<file path="config.mk">
export PLATFORM = sky130hd
export DESIGN_NAME = lkb_top
export DESIGN_NICKNAME = d
export VERILOG_FILES = /design/src/rtl/lkb_pkg.sv /design/src/rtl/lkb_arbiter.sv /design/src/rtl/lkb_memory.sv /design/src/rtl/lkb_requester.sv /design/src/rtl/lkb_top.sv
export SDC_FILE = /design/constraint.sdc
export NUM_CORES = 1
export LEC_CHECK = 0
export BUFFER_PORTS_ARGS = -buffer_cell sky130_fd_sc_hd__buf_2
export CAP_MARGIN = 20
export CELL_PAD_IN_SITES_DETAIL_PLACEMENT = 1
export CELL_PAD_IN_SITES_GLOBAL_PLACEMENT = 2
export CORE_MARGIN = 3
export CORE_UTILIZATION = 38
export DETAILED_ROUTE_END_ITERATION = 12
export GPL_ROUTABILITY_DRIVEN = 0
export PLACE_DENSITY = 0.84
export SLEW_MARGIN = 20
export SYNTH_ARGS = -nofsm -noshare
export SYNTH_HDL_FRONTEND = slang
export SYNTH_SLANG_ARGS = --single-unit
</file>
<file path="constraint.sdc">
create_clock -name clk -period 3.6 [get_ports clk]
set_input_delay 0.36 -clock clk [delete_from_list [all_inputs] [get_ports clk]]
set_output_delay 0.36 -clock clk [all_outputs]
set_load 0.005 [all_outputs]
</file>
<file path="src/rtl/lkb_pkg.sv">
package lkb_pkg;
   typedef enum logic [1:0] {
      OP_READ  = 2'd0,
      OP_WRITE = 2'd1,
      OP_TAS   = 2'd2,
      OP_ACQ   = 2'd3
   } op_e;

   typedef enum logic [2:0] {
      ST_IDLE,
      ST_RD,
      ST_WR,
      ST_POLL,
      ST_TRD,
      ST_TWR,
      ST_WAIT
   } rq_st_e;
endpackage

</file>
<file path="src/rtl/lkb_arbiter.sv">
module lkb_arbiter #(
   parameter int N_REQ = 4
) (
   input  logic             clk,
   input  logic             rst_n,
   input  logic [N_REQ-1:0] req,
   input  logic [N_REQ-1:0] lock,
   input  logic [N_REQ-1:0] we,
   output logic [N_REQ-1:0] gnt
);
   localparam int IW = (N_REQ > 1) ? $clog2(N_REQ) : 1;

   if (N_REQ < 2) begin : g_chk_n
      $error("lkb_arbiter needs at least two requesters");
   end

   logic [N_REQ-1:0] gnt_q;
   logic [IW-1:0]    last_q;
   logic [IW-1:0]    pick;
   logic             found;
   logic             hold;

   // the owner is between the read and write halves of a locked operation
   assign hold = |(gnt_q & req & lock & ~we);

   always_comb begin
      found = 1'b0;
      pick  = '0;
      for (int k = 1; k <= N_REQ; k++) begin
         if (!found && req[(int'(last_q) + k) % N_REQ]) begin
            found = 1'b1;
            pick  = IW'((int'(last_q) + k) % N_REQ);
         end
      end
   end

   always_ff @(posedge clk) begin
      if (!rst_n) begin
         gnt_q  <= '0;
         last_q <= IW'(N_REQ - 1);
      end else if (!hold) begin
         if (found) begin
            gnt_q  <= {{(N_REQ-1){1'b0}}, 1'b1} << pick;
            last_q <= pick;
         end else begin
            gnt_q <= '0;
         end
      end
   end

   assign gnt = gnt_q;

   AST_HOLD_GRANT: assert property (@(posedge clk) disable iff (!rst_n)
      (|(gnt & req & lock & ~we)) |=> (gnt == $past(gnt)));
   AST_GNT_ONEHOT: assert property (@(posedge clk) disable iff (!rst_n)
      $onehot0(gnt));
endmodule

</file>
<file path="src/rtl/lkb_memory.sv">
module lkb_memory #(
   parameter int AW          = 4,
   parameter int DW          = 8,
   parameter bit CLEAR_ON_RST = 1'b1
) (
   input  logic          clk,
   input  logic          rst_n,
   input  logic          acc,
   input  logic          we,
   input  logic [AW-1:0] addr,
   input  logic [DW-1:0] wdata,
   output logic [DW-1:0] rdata
);
   localparam int DEPTH = 1 << AW;

   if (AW < 1 || AW > 10) begin : g_chk_aw
      $error("lkb_memory address width out of range");
   end

   logic [DW-1:0] mem_q [DEPTH];

   assign rdata = mem_q[addr];

   if (CLEAR_ON_RST) begin : g_clear
      always_ff @(posedge clk) begin
         if (!rst_n) begin
            for (int w = 0; w < DEPTH; w++) mem_q[w] <= '0;
         end else if (acc && we) begin
            mem_q[addr] <= wdata;
         end
      end
   end else begin : g_keep
      always_ff @(posedge clk) begin
         if (acc && we) mem_q[addr] <= wdata;
      end
   end

   AST_WRITE_LANDS: assert property (@(posedge clk) disable iff (!rst_n)
      (acc && we) |=> (mem_q[$past(addr)] == $past(wdata)));
endmodule

</file>
<file path="src/rtl/lkb_requester.sv">
module lkb_requester
   import lkb_pkg::*;
#(
   parameter int AW      = 4,
   parameter int DW      = 8,
   parameter int BO_INIT = 1,
   parameter int BO_MAX  = 8
) (
   input  logic          clk,
   input  logic          rst_n,
   input  logic          cmd_valid,
   input  logic [1:0]    cmd_op,
   input  logic          cmd_poll,
   input  logic [AW-1:0] cmd_addr,
   input  logic [DW-1:0] cmd_wdata,
   output logic          cmd_ready,
   output logic          cmd_done,
   output logic [DW-1:0] cmd_rdata,
   input  logic          gnt,
   input  logic [DW-1:0] bus_rdata,
   output logic          rq_req,
   output logic          rq_lock,
   output logic          rq_we,
   output logic [AW-1:0] rq_addr,
   output logic [DW-1:0] rq_wdata
);
   localparam int BO_W = $clog2(BO_MAX + 1);
   localparam logic [BO_W-1:0] D_INIT = BO_W'(BO_INIT);
   localparam logic [BO_W-1:0] D_MAX  = BO_W'(BO_MAX);
   localparam logic [DW-1:0]   SET_VAL = DW'(1);

   if (BO_INIT < 1 || BO_MAX < BO_INIT) begin : g_chk_bo
      $error("lkb_requester backoff limits invalid");
   end

   rq_st_e          st_q;
   logic            acq_q, poll_q, done_q;
   logic [AW-1:0]   addr_q;
   logic [DW-1:0]   wdata_q, old_q, rdata_q;
   logic [BO_W-1:0] delay_q, cnt_q, delay_nx;
   logic [BO_W:0]   dbl;
   logic            served;

   assign served   = gnt & rq_req;
   assign dbl      = {delay_q, 1'b0};
   assign delay_nx = (dbl > {1'b0, D_MAX}) ? D_MAX : dbl[BO_W-1:0];

   assign rq_req   = (st_q == ST_RD) || (st_q == ST_WR) || (st_q == ST_POLL)
                   || (st_q == ST_TRD) || (st_q == ST_TWR);
   assign rq_lock  = (st_q == ST_TRD) || (st_q == ST_TWR);
   assign rq_we    = (st_q == ST_WR) || (st_q == ST_TWR);
   assign rq_addr  = addr_q;
   assign rq_wdata = (st_q == ST_TWR) ? SET_VAL : wdata_q;

   assign cmd_ready = (st_q == ST_IDLE);
   assign cmd_done  = done_q;
   assign cmd_rdata = rdata_q;

   always_ff @(posedge clk) begin
      if (!rst_n) begin
         st_q    <= ST_IDLE;
         acq_q   <= 1'b0;
         poll_q  <= 1'b0;
         done_q  <= 1'b0;
         addr_q  <= '0;
         wdata_q <= '0;
         old_q   <= '0;
         rdata_q <= '0;
         delay_q <= D_INIT;
         cnt_q   <= '0;
      end else begin
         done_q <= 1'b0;
         unique case (st_q)
            ST_IDLE: if (cmd_valid) begin
               addr_q  <= cmd_addr;
               wdata_q <= cmd_wdata;
               poll_q  <= cmd_poll;
               acq_q   <= (op_e'(cmd_op) == OP_ACQ);
               unique case (op_e'(cmd_op))
                  OP_READ:  st_q <= ST_RD;
                  OP_WRITE: st_q <= ST_WR;
                  OP_TAS:   st_q <= ST_TRD;
                  OP_ACQ:   st_q <= cmd_poll ? ST_POLL : ST_TRD;
               endcase
            end
            ST_RD: if (served) begin
               rdata_q <= bus_rdata;
               done_q  <= 1'b1;
               st_q    <= ST_IDLE;
            end
            ST_WR: if (served) begin
               done_q <= 1'b1;
               st_q   <= ST_IDLE;
            end
            ST_POLL: if (served && bus_rdata == '0) begin
               st_q <= ST_TRD;
            end
            ST_TRD: if (served) begin
               old_q <= bus_rdata;
               st_q  <= ST_TWR;
            end
            ST_TWR: if (served) begin
               if (!acq_q) begin
                  rdata_q <= old_q;
                  done_q  <= 1'b1;
                  st_q    <= ST_IDLE;
               end else if (old_q == '0) begin
                  rdata_q <= '0;
                  done_q  <= 1'b1;
                  delay_q <= D_INIT;
                  st_q    <= ST_IDLE;
               end else begin
                  cnt_q   <= delay_q;
                  delay_q <= delay_nx;
                  st_q    <= ST_WAIT;
               end
            end
            ST_WAIT: begin
               if (cnt_q <= BO_W'(1)) st_q <= poll_q ? ST_POLL : ST_TRD;
               else                   cnt_q <= cnt_q - BO_W'(1);
            end
            default: st_q <= ST_IDLE;
         endcase
      end
   end

   AST_LOCK_SPAN: assert property (@(posedge clk) disable iff (!rst_n)
      (rq_lock && !rq_we && served) |=> (rq_lock && rq_we));
   AST_DELAY_RANGE: assert property (@(posedge clk) disable iff (!rst_n)
      (delay_q >= D_INIT) && (delay_q <= D_MAX));
   AST_WIN_RESETS_DELAY: assert property (@(posedge clk) disable iff (!rst_n)
      (cmd_done && acq_q) |-> (delay_q == D_INIT));
   AST_WAIT_OFF_BUS: assert property (@(posedge clk) disable iff (!rst_n)
      (st_q == ST_WAIT) |-> !rq_req);
endmodule

</file>
<file path="src/rtl/lkb_top.sv">
module lkb_top #(
   parameter int N_REQ   = 4,
   parameter int AW      = 4,
   parameter int DW      = 8,
   parameter int BO_INIT = 1,
   parameter int BO_MAX  = 8
) (
   input  logic                clk,
   input  logic                rst_n,
   input  logic [N_REQ-1:0]    cmd_valid,
   input  logic [2*N_REQ-1:0]  cmd_op,
   input  logic [N_REQ-1:0]    cmd_poll,
   input  logic [AW*N_REQ-1:0] cmd_addr,
   input  logic [DW*N_REQ-1:0] cmd_wdata,
   output logic [N_REQ-1:0]    cmd_ready,
   output logic [N_REQ-1:0]    cmd_done,
   output logic [DW*N_REQ-1:0] cmd_rdata,
   output logic [N_REQ-1:0]    bus_gnt,
   output logic                bus_valid,
   output logic                bus_lock,
   output logic                bus_we,
   output logic [AW-1:0]       bus_addr
);
   logic [N_REQ-1:0] rq_req, rq_lock, rq_we;
   logic [AW-1:0]    rq_addr  [N_REQ];
   logic [DW-1:0]    rq_wdata [N_REQ];
   logic [DW-1:0]    mem_rdata, b_wdata;
   logic [AW-1:0]    b_addr;

   lkb_arbiter #(.N_REQ(N_REQ)) u_arb (
      .clk(clk), .rst_n(rst_n), .req(rq_req), .lock(rq_lock), .we(rq_we), .gnt(bus_gnt)
   );

   for (genvar i = 0; i < N_REQ; i++) begin : g_rq
      lkb_requester #(.AW(AW), .DW(DW), .BO_INIT(BO_INIT), .BO_MAX(BO_MAX)) u_rq (
         .clk(clk), .rst_n(rst_n),
         .cmd_valid(cmd_valid[i]), .cmd_op(cmd_op[2*i +: 2]), .cmd_poll(cmd_poll[i]),
         .cmd_addr(cmd_addr[AW*i +: AW]), .cmd_wdata(cmd_wdata[DW*i +: DW]),
         .cmd_ready(cmd_ready[i]), .cmd_done(cmd_done[i]), .cmd_rdata(cmd_rdata[DW*i +: DW]),
         .gnt(bus_gnt[i]), .bus_rdata(mem_rdata),
         .rq_req(rq_req[i]), .rq_lock(rq_lock[i]), .rq_we(rq_we[i]),
         .rq_addr(rq_addr[i]), .rq_wdata(rq_wdata[i])
      );
   end

   // one-hot grant: OR of the owner's fields
   always_comb begin
      b_addr   = '0;
      b_wdata  = '0;
      bus_lock = 1'b0;
      bus_we   = 1'b0;
      for (int i = 0; i < N_REQ; i++) begin
         b_addr   = b_addr  | (rq_addr[i]  & {AW{bus_gnt[i]}});
         b_wdata  = b_wdata | (rq_wdata[i] & {DW{bus_gnt[i]}});
         bus_lock = bus_lock | (rq_lock[i] & bus_gnt[i]);
         bus_we   = bus_we   | (rq_we[i]   & bus_gnt[i]);
      end
   end

   assign bus_valid = |(bus_gnt & rq_req);
   assign bus_addr  = b_addr;

   lkb_memory #(.AW(AW), .DW(DW), .CLEAR_ON_RST(1'b1)) u_mem (
      .clk(clk), .rst_n(rst_n), .acc(bus_valid), .we(bus_we),
      .addr(b_addr), .wdata(b_wdata), .rdata(mem_rdata)
   );

   AST_NO_SPLIT: assert property (@(posedge clk) disable iff (!rst_n)
      (bus_valid && bus_lock && !bus_we) |=>
      (bus_valid && bus_lock && bus_we && bus_gnt == $past(bus_gnt)));
   AST_TAS_WRITES_ONE: assert property (@(posedge clk) disable iff (!rst_n)
      (bus_valid && bus_lock && bus_we) |-> (b_wdata == DW'(1)));
   AST_ONE_OWNER: assert property (@(posedge clk) disable iff (!rst_n)
      $onehot0(bus_gnt));
endmodule

</file>
# Word level (Yosys, flattened, before mapping)
# Memories as Yosys holds them, arrays and structs flattened.
# Cells that the tools add are included.
dict set report word_totals {
  regBits 174
  mem_bits_rw 128
  in_bits 66
  out_inout_bits 51
  wordCells 425
  memories 1
}
# name depth word_bits read_ports rd_clocked_by_memory_dff wr line
set mem_list {}
lappend mem_list {u_mem.mem_q 16 8 1 0 16 lkb_memory.sv:20} ;# logic [DW-1:0] mem_q [DEPTH];
dict set report op_classes {
  add_sub_neg 8
  n_lt_le_gt_ge 12
  n_eq_ne 80
  shifts 1
  muxes 148
  bitwise_logic 41
  n_reduce_logical 92
}
# operator count
set op_table {}
lappend op_table {{$mux W8} 21}
lappend op_table {{$mux W3} 40}
lappend op_table {{$mux W4} 26}
lappend op_table {{$pmux W3 S6} 4}
lappend op_table {{$pmux W8 S2} 4}
lappend op_table {{$ne A2 B1 Y1 const B} 24}
lappend op_table {{$pmux W3 S4} 4}
lappend op_table {{$logic_not A8 Y1} 5}
lappend op_table {{$eq A3 B3 Y1 const B} 12}
lappend op_table {{$mux W1} 33}
lappend op_table {{$and A8 B8 Y8} 4}
lappend op_table {{$ne A2 B2 Y1 const B} 16}
lappend op_table {{$pmux W4 S2} 4}
lappend op_table {{$and A4 B4 Y4} 7}
lappend op_table {{$eq A3 B2 Y1 const B} 8}
lappend op_table {{$logic_or A1 B1 Y1} 24}
lappend op_table {{$or A8 B8 Y8} 3}
lappend op_table {{$reduce_and A6 Y1} 4}
lappend op_table {{$gt A5 B4 Y1 const B} 4}
lappend op_table {{$reduce_and A5 Y1} 4}
lappend op_table {{$reduce_and A2 Y1} 9}
lappend op_table {{$eq A2 B2 Y1 const B} 8}
lappend op_table {{$le A4 B1 Y1 const B} 4}
lappend op_table {{$lt A3 B4 Y1 const B} 4}
lappend op_table {{26 further kinds} 106}

# Depth between registers and ports, before layout
dict set report logic_depth {
  word_depth 20
  mapped_depth 11
  depth_no_buf 10
}

# Modules after synthesis
# A second synthesis with hierarchy kept.
dict set report unflattened {
  hier_cells 1527
  area_unflattened_um2 15244.6
}
# mod instances cells_per_inst area_per_inst_um2 seq_area_each_um2
set by_module_without_submodules {}
lappend by_module_without_submodules {lkb_requester 4 256 2190.9 840.8}
lappend by_module_without_submodules {lkb_memory 1 405 5711.7 3843.7}
lappend by_module_without_submodules {lkb_arbiter 1 49 436.7 120.1}
lappend by_module_without_submodules {lkb_top 1 49 332.8 0.0}

# Least setup slack after synthesis
# Ideal clock, no wire load.
dict set report synth_timing {
  path_kind {register -> register}
  startpoint {reg u_arb.gnt_q[3] (netlist: u_arb.gnt[3])}
  endpoint {reg g_rq[1].u_rq.st_q[1]}
  setup_ps 119
  t_arrival_ps 2645
  t_required_ps 3481
  slack_ps 837
  stages_incl_launch_ff 11
  n_path_buf 1
  synth_period_minus_slack_ps 2763
  cell_sequence {dfxtp_1 -> a22oi_1 -> and2_4 -> inv_4 -> buf_6 -> mux4_2 -> a22oi_1 -> nand2_2 -> nor4_4 -> a41oi_2 -> o221a_1}
}
dict set report synth_between {
  elab_chain_cells 7
}
# element line
set synth_lines {}
lappend synth_lines {{start: declaration} lkb_arbiter.sv:17} ;# logic [N_REQ-1:0] gnt_q;
lappend synth_lines {{start signal: assignment} lkb_arbiter.sv:43} ;# gnt_q <= {{(N_REQ-1){1'b0}}, 1'b1} << pick;
lappend synth_lines {{$and A4 B4 Y4} lkb_top.sv:53} ;# b_addr = b_addr | (rq_addr[i] & {AW{bus_gnt[i]}});
lappend synth_lines {{$or A4 B4 Y4} lkb_top.sv:53}
lappend synth_lines {{$mem_v2 Z16 W8} --}
lappend synth_lines {{$logic_not A8 Y1} lkb_requester.sv:95} ;# ST_POLL: if (served && bus_rdata == '0) begin
lappend synth_lines {{$logic_and A1 B1 Y1} lkb_requester.sv:95}
lappend synth_lines {{$ne A2 B2 Y1 (no line)} --}
lappend synth_lines {{$reduce_and A6 Y1 (no line)} --}
lappend synth_lines {{end signal: assignment} lkb_requester.sv:83} ;# OP_ACQ: st_q <= cmd_poll ? ST_POLL : ST_TRD;
lappend synth_lines {{end signal: assignment} lkb_requester.sv:119} ;# if (cnt_q <= BO_W'(1)) st_q <= poll_q ? ST_POLL : ST_TRD;
lappend synth_lines {{end: declaration} lkb_requester.sv:36} ;# rq_st_e st_q;
# No other way between the ends.
# A chain may end at the register's enable or synchronous reset.

# Worst setup path after layout
dict set report layout_timing {
  startpoint {reg u_arb.gnt_q[0] (netlist: u_arb.gnt[0])}
  endpoint {reg g_rq[0].u_rq.st_q[1]}
}
dict set report layout_between {
  elab_chain_cells 9
  elab_cells_between_ends 13
  cone_classes {eq/ne: 4; bitwise: 5; reduce/logical: 3; memory: 1}
}
# element line
set layout_lines {}
lappend layout_lines {{$and A4 B4 Y4} lkb_top.sv:53}
lappend layout_lines {{$or A4 B4 Y4 (3 in a row)} lkb_top.sv:53}
lappend layout_lines {{$mem_v2 Z16 W8} --}
lappend layout_lines {{$logic_not A8 Y1} lkb_requester.sv:95}
lappend layout_lines {{$logic_and A1 B1 Y1} lkb_requester.sv:95}
lappend layout_lines {{$ne A2 B2 Y1 (no line)} --}
lappend layout_lines {{$reduce_and A6 Y1 (no line) *} --}
lappend layout_lines {{end signal: assignment} lkb_requester.sv:83}
lappend layout_lines {{end signal: assignment} lkb_requester.sv:119}
lappend layout_lines {{end: declaration} lkb_requester.sv:36}
# Every way passes the cells marked *; elsewhere a longest branch is shown, timed or not.

==> summary.md <==
| Metric | Value |
|---|---|
| I/O pin cnt | `approximately 120` |
| Power per standard cell area | `715 mW/mm^2` |
| Final global-route overflow total | `0` |
| Pin slew with the least headroom to its limit | `1050 ps` |
| Net count of the mapped netlist | `between 1.5k and 2k` |
| IR drop worst, VDD | `between 0.4 and 0.5 mV` |
| Total cell area at the placement stage | `roughly 0.015 mm^2` |
| Final Cell Area | `around 0.016 mm^2` |
| Sort of element at the end of the critical path | `register` |
| Max Fanout on Critical Path | `35` |
| Hold Crit Class | `in -> reg` |
| Number of instances in the synthesized netlist | `1500` |
| DIE WIDTH | `197 um` |
| Start-to-end type of the worst setup path | `reg -> reg` |
| WL/cell | `between 20 and 25 um` |
| Fmax | `roughly 300 MHz` |
| Net switching power | `4.23 mW` |
| Core Region | `0.0358 mm^2` |
| Max-slew violations | `0` |
| Post-CTS Hold Fix Bufs | `0` |
| Part of the Yosys area used for sequential elements | `0.527` |
| Total Nets Final | `approximately 1.7k` |
| Cell at the root of the clock tree | `sky130_fd_sc_hd__clkbuf_16` |
| Vias | `between 10k and 15k` |
| Largest net degree at the start of global routing | `65` |
| Flip-flop cell with the highest count after synthesis | `sky130_fd_sc_hd__dfxtp_1` |
| Growth of design area from synthesis to finish | `17.1%` |
| Number of inserted filler cells in the final layout | `slightly above 4k` |
| CP Data Required Time | `around 4000 ps` |
| Comb pwr share | `0.311` |
| Antenna cell count | `0` |
| Number of clock sinks seen by CTS | `around 300` |
| Cell Int Power | `around 7.4 mW` |
| Global-route wire length before repair | `just over 70000 um` |
| Switching part of the total | `0.364` |
| Aggregate routed wire length | `around 46000 um` |
| Netlist area before placement | `approximately 0.014 mm^2` |
| Post-synth EDFFs | `roughly 130` |
| Post-synth top area cell | `sky130_fd_sc_hd__edfxtp_1` |
| Count of cell types in the netlist | `65` |
| Pleak | `5.88 nW` |
| Maximum capacitance violations | `0` |
| Arr. time, crit path | `around 3700 ps` |
| Area used by sequential logic in the layout | `around 0.0073 mm^2` |
| Antenna violations before repair | `0` |
| Final routed DRC violation total | `0` |
| Share of layout cells above drive strength 1 | `0.176` |
| Global-route usage over all layers | `0.234` |
| Iter 0 DRT Violations | `approximately 860` |
| Max transition margin | `0.300` |
| Outcome | `complete, no violations` |
| Post-CTS Repair Setup Buffers | `0` |
| Detailed placement HPWL | `32900 um` |
| Standard-cell rows | `69` |
| Setup violators final | `0` |
| Final Hold Viols | `0` |
| Total power | `11.6 mW` |
| YS warnings | `0` |
| Antenna Violating Nets Remaining | `0` |
| Share of Yosys cell area claimed by the top area cell type | `0.276` |
| Share of total power in the clock network | `0.327` |
| Number of buffers created by CTS | `36` |
| Post-cts sizing count | `0` |
| Sequential cell fraction of total power | `0.361` |
| Syn avg cell area | `between 9 and 10 um^2` |
| Clock slew at the register clock pins of the worst setup and hold paths | `approximately 60 ps` |
| Flops & latches, synth | `slightly above 300` |
| TNS Setup | `0 ps` |
| Port buffer count | `116` |
| Area of the multi-input gates | `0.00608 mm^2` |
| Clock tree from TritonCTS | `built` |
| Type of element launching the critical path | `register` |
| Share of flip-flops with an asynchronous set or reset | `0` |
| Leading post-synthesis cells by cell area | `sky130_fd_sc_hd__edfxtp_1 (28%), sky130_fd_sc_hd__dfxtp_1 (25%), sky130_fd_sc_hd__nor2_1 (7.9%)` |
| Clock H-tree levels | `2` |
| Fin crit period | `around 3300 ps` |
| Final period util | `0.910` |
| Worst hold slack | `around 54 ps` |
| Clock Latency Late Sink | `between 500 and 600 ps` |
| Die area | `just under 0.04 mm^2` |
| Final Core Density | `0.454` |
| Number of buffers between clock root and the deepest sink | `3` |
| Initial standard-cell utilization of the core | `0.388` |
| Vias per cell | `5.60` |
| Maximum clock skew at final layout | `around 20 ps` |
| Number of global-route vias before repair | `~12k` |
| Number of search-and-repair iterations in the first detailed-routing pass | `5` |
| Die Span Y | `197 um` |
| Unrepaired setup endpoints after global routing | `no` |
## final cells by class
type | instances | area share
clock buffers | 43 | 0.0588
clock inverters | 23 | 0.0171
inverters | 27 | 0.00653
multi-input cells | 1071 | 0.373
flip-flops and latches | 302 | 0.450
well taps | 461 | 0.0354
repair buffers | 166 | 0.0587
## worst max-delay path, stage by stage (launching register included)
cell                      delay (ps)
sky130_fd_sc_hd__dfxtp_1         360
sky130_fd_sc_hd__buf_4           250
sky130_fd_sc_hd__a22oi_1         120
sky130_fd_sc_hd__nand2_1          80
sky130_fd_sc_hd__buf_4           380
sky130_fd_sc_hd__mux4_2          370
sky130_fd_sc_hd__a22oi_1         290
sky130_fd_sc_hd__nand2_2         120
sky130_fd_sc_hd__nor4_4          620
sky130_fd_sc_hd__a31oi_1         260
sky130_fd_sc_hd__o31a_1          290
## layer usage
metal	global-route usage	up-vias	wire [um]
met1	0.308	5728	19600
met5	0	-	0
met2	0.405	371	22500
li1	-	5544	-
met3	0.0363	76	2630
met4	0.0641	0	1230
## state kept, by name, summed over array words and instances (netlist names), 12 cells and up
| name | cells |
|---|---|
| g_rq.u_rq.rq_addr | 16 |
| g_rq.u_rq.old_q | 32 |
| g_rq.u_rq.delay_q | 16 |
| g_rq.u_rq.wdata_q | 32 |
| g_rq.u_rq.cnt_q | 16 |
| g_rq.u_rq.cmd_rdata | 32 |
| u_mem.mem_q | 128 |
| g_rq.u_rq.st_q | 12 |
## synth_stat cells (11+ instances only)
| library cell | n |
|---|---|
| sky130_fd_sc_hd__clkbuf_1 | 80 |
| sky130_fd_sc_hd__a21oi_1 | 140 |
| sky130_fd_sc_hd__nand2b_1 | 13 |
| sky130_fd_sc_hd__a211oi_1 | 38 |
| sky130_fd_sc_hd__buf_4 | 13 |
| sky130_fd_sc_hd__nor3b_1 | 34 |
| sky130_fd_sc_hd__dfxtp_1 | 174 |
| sky130_fd_sc_hd__nand3_1 | 24 |
| sky130_fd_sc_hd__a22oi_1 | 29 |
| sky130_fd_sc_hd__and2_1 | 11 |
| sky130_fd_sc_hd__nor2_1 | 293 |
| sky130_fd_sc_hd__mux4_2 | 32 |
| sky130_fd_sc_hd__nor3_1 | 53 |
| sky130_fd_sc_hd__edfxtp_1 | 128 |
| sky130_fd_sc_hd__nand2_1 | 217 |
| sky130_fd_sc_hd__inv_1 | 25 |
| sky130_fd_sc_hd__o21ai_0 | 48 |
## per-stage QoR
step           setup WS, ps  std cells
2_1_floorplan           837       1500
3_3_place_gp            512       2027
3_5_place_dp            381       2027
4_1_cts                 372       2093
5_1_grt                 115       2093
6_report                325       2093
## cells in the final DEF, fill, tap and decap left out, drive strengths merged, types with 8 or more instances in the layout
cell and instances:
nor4 12, nor2b 8, mux4 32, clkinv 14, and2 17, ha 8
edfxtp 128, inv 29, nand3 24, a22o 8, buf 166, nor3b 34
nor3 53, a211oi 38, clkbuf 43, nor2 293, dfxtp 174, a22oi 30
nand4 8, a21oi 140, nand2b 13, a21o 9, a221oi 8, o21ai 49
nand2 219
## logic make-up (layout without fill, tap and decap cells)
| logic type | count (synthesis) | count (layout) | synth area share |
|---|---|---|---|
| AND/OR/NAND/NOR | 699 | 699 | 0.224 |
| AO/OA/AOI/OAI | 326 | 326 | 0.146 |
| flip-flops | 302 | 302 | 0.527 |
| buffers and inverters | 127 | 259 | 0.0396 |
| multiplexers | 37 | 37 | 0.0556 |
| adder cells (fa/ha/maj) | 8 | 8 | 0.00720 |
| XOR/XNOR | 1 | 1 | 0.000630 |
## worst paths after layout
path	startpoint	end	slack, ps	depth (start not counted)
min reg2reg	g_rq[1].u_rq.wdata_q[4]	g_rq[1].u_rq.wdata_q[4]	460	2
max	u_arb.gnt[0]	g_rq[0].u_rq.st_q[1]	320	10
max reg2reg	u_arb.gnt[0]	g_rq[0].u_rq.st_q[1]	320	10
min	cmd_wdata[4]	g_rq[0].u_rq.wdata_q[4]	50	3
## power by group through the flow
stage / Sequential, mW / Combinational (mW) / Clock, mW
2_1_floorplan: 4.10 / 2.45 / 0
3_3_place_gp: 4.26 / 3.53 / 0
3_5_place_dp: 4.27 / 3.60 / 0
4_1_cts: 4.20 / 3.62 / 3.89
5_1_grt: 4.25 / 3.98 / 4.03
6_report: 4.21 / 3.62 / 3.81
Note: power is estimated with default switching activity, not from simulation.
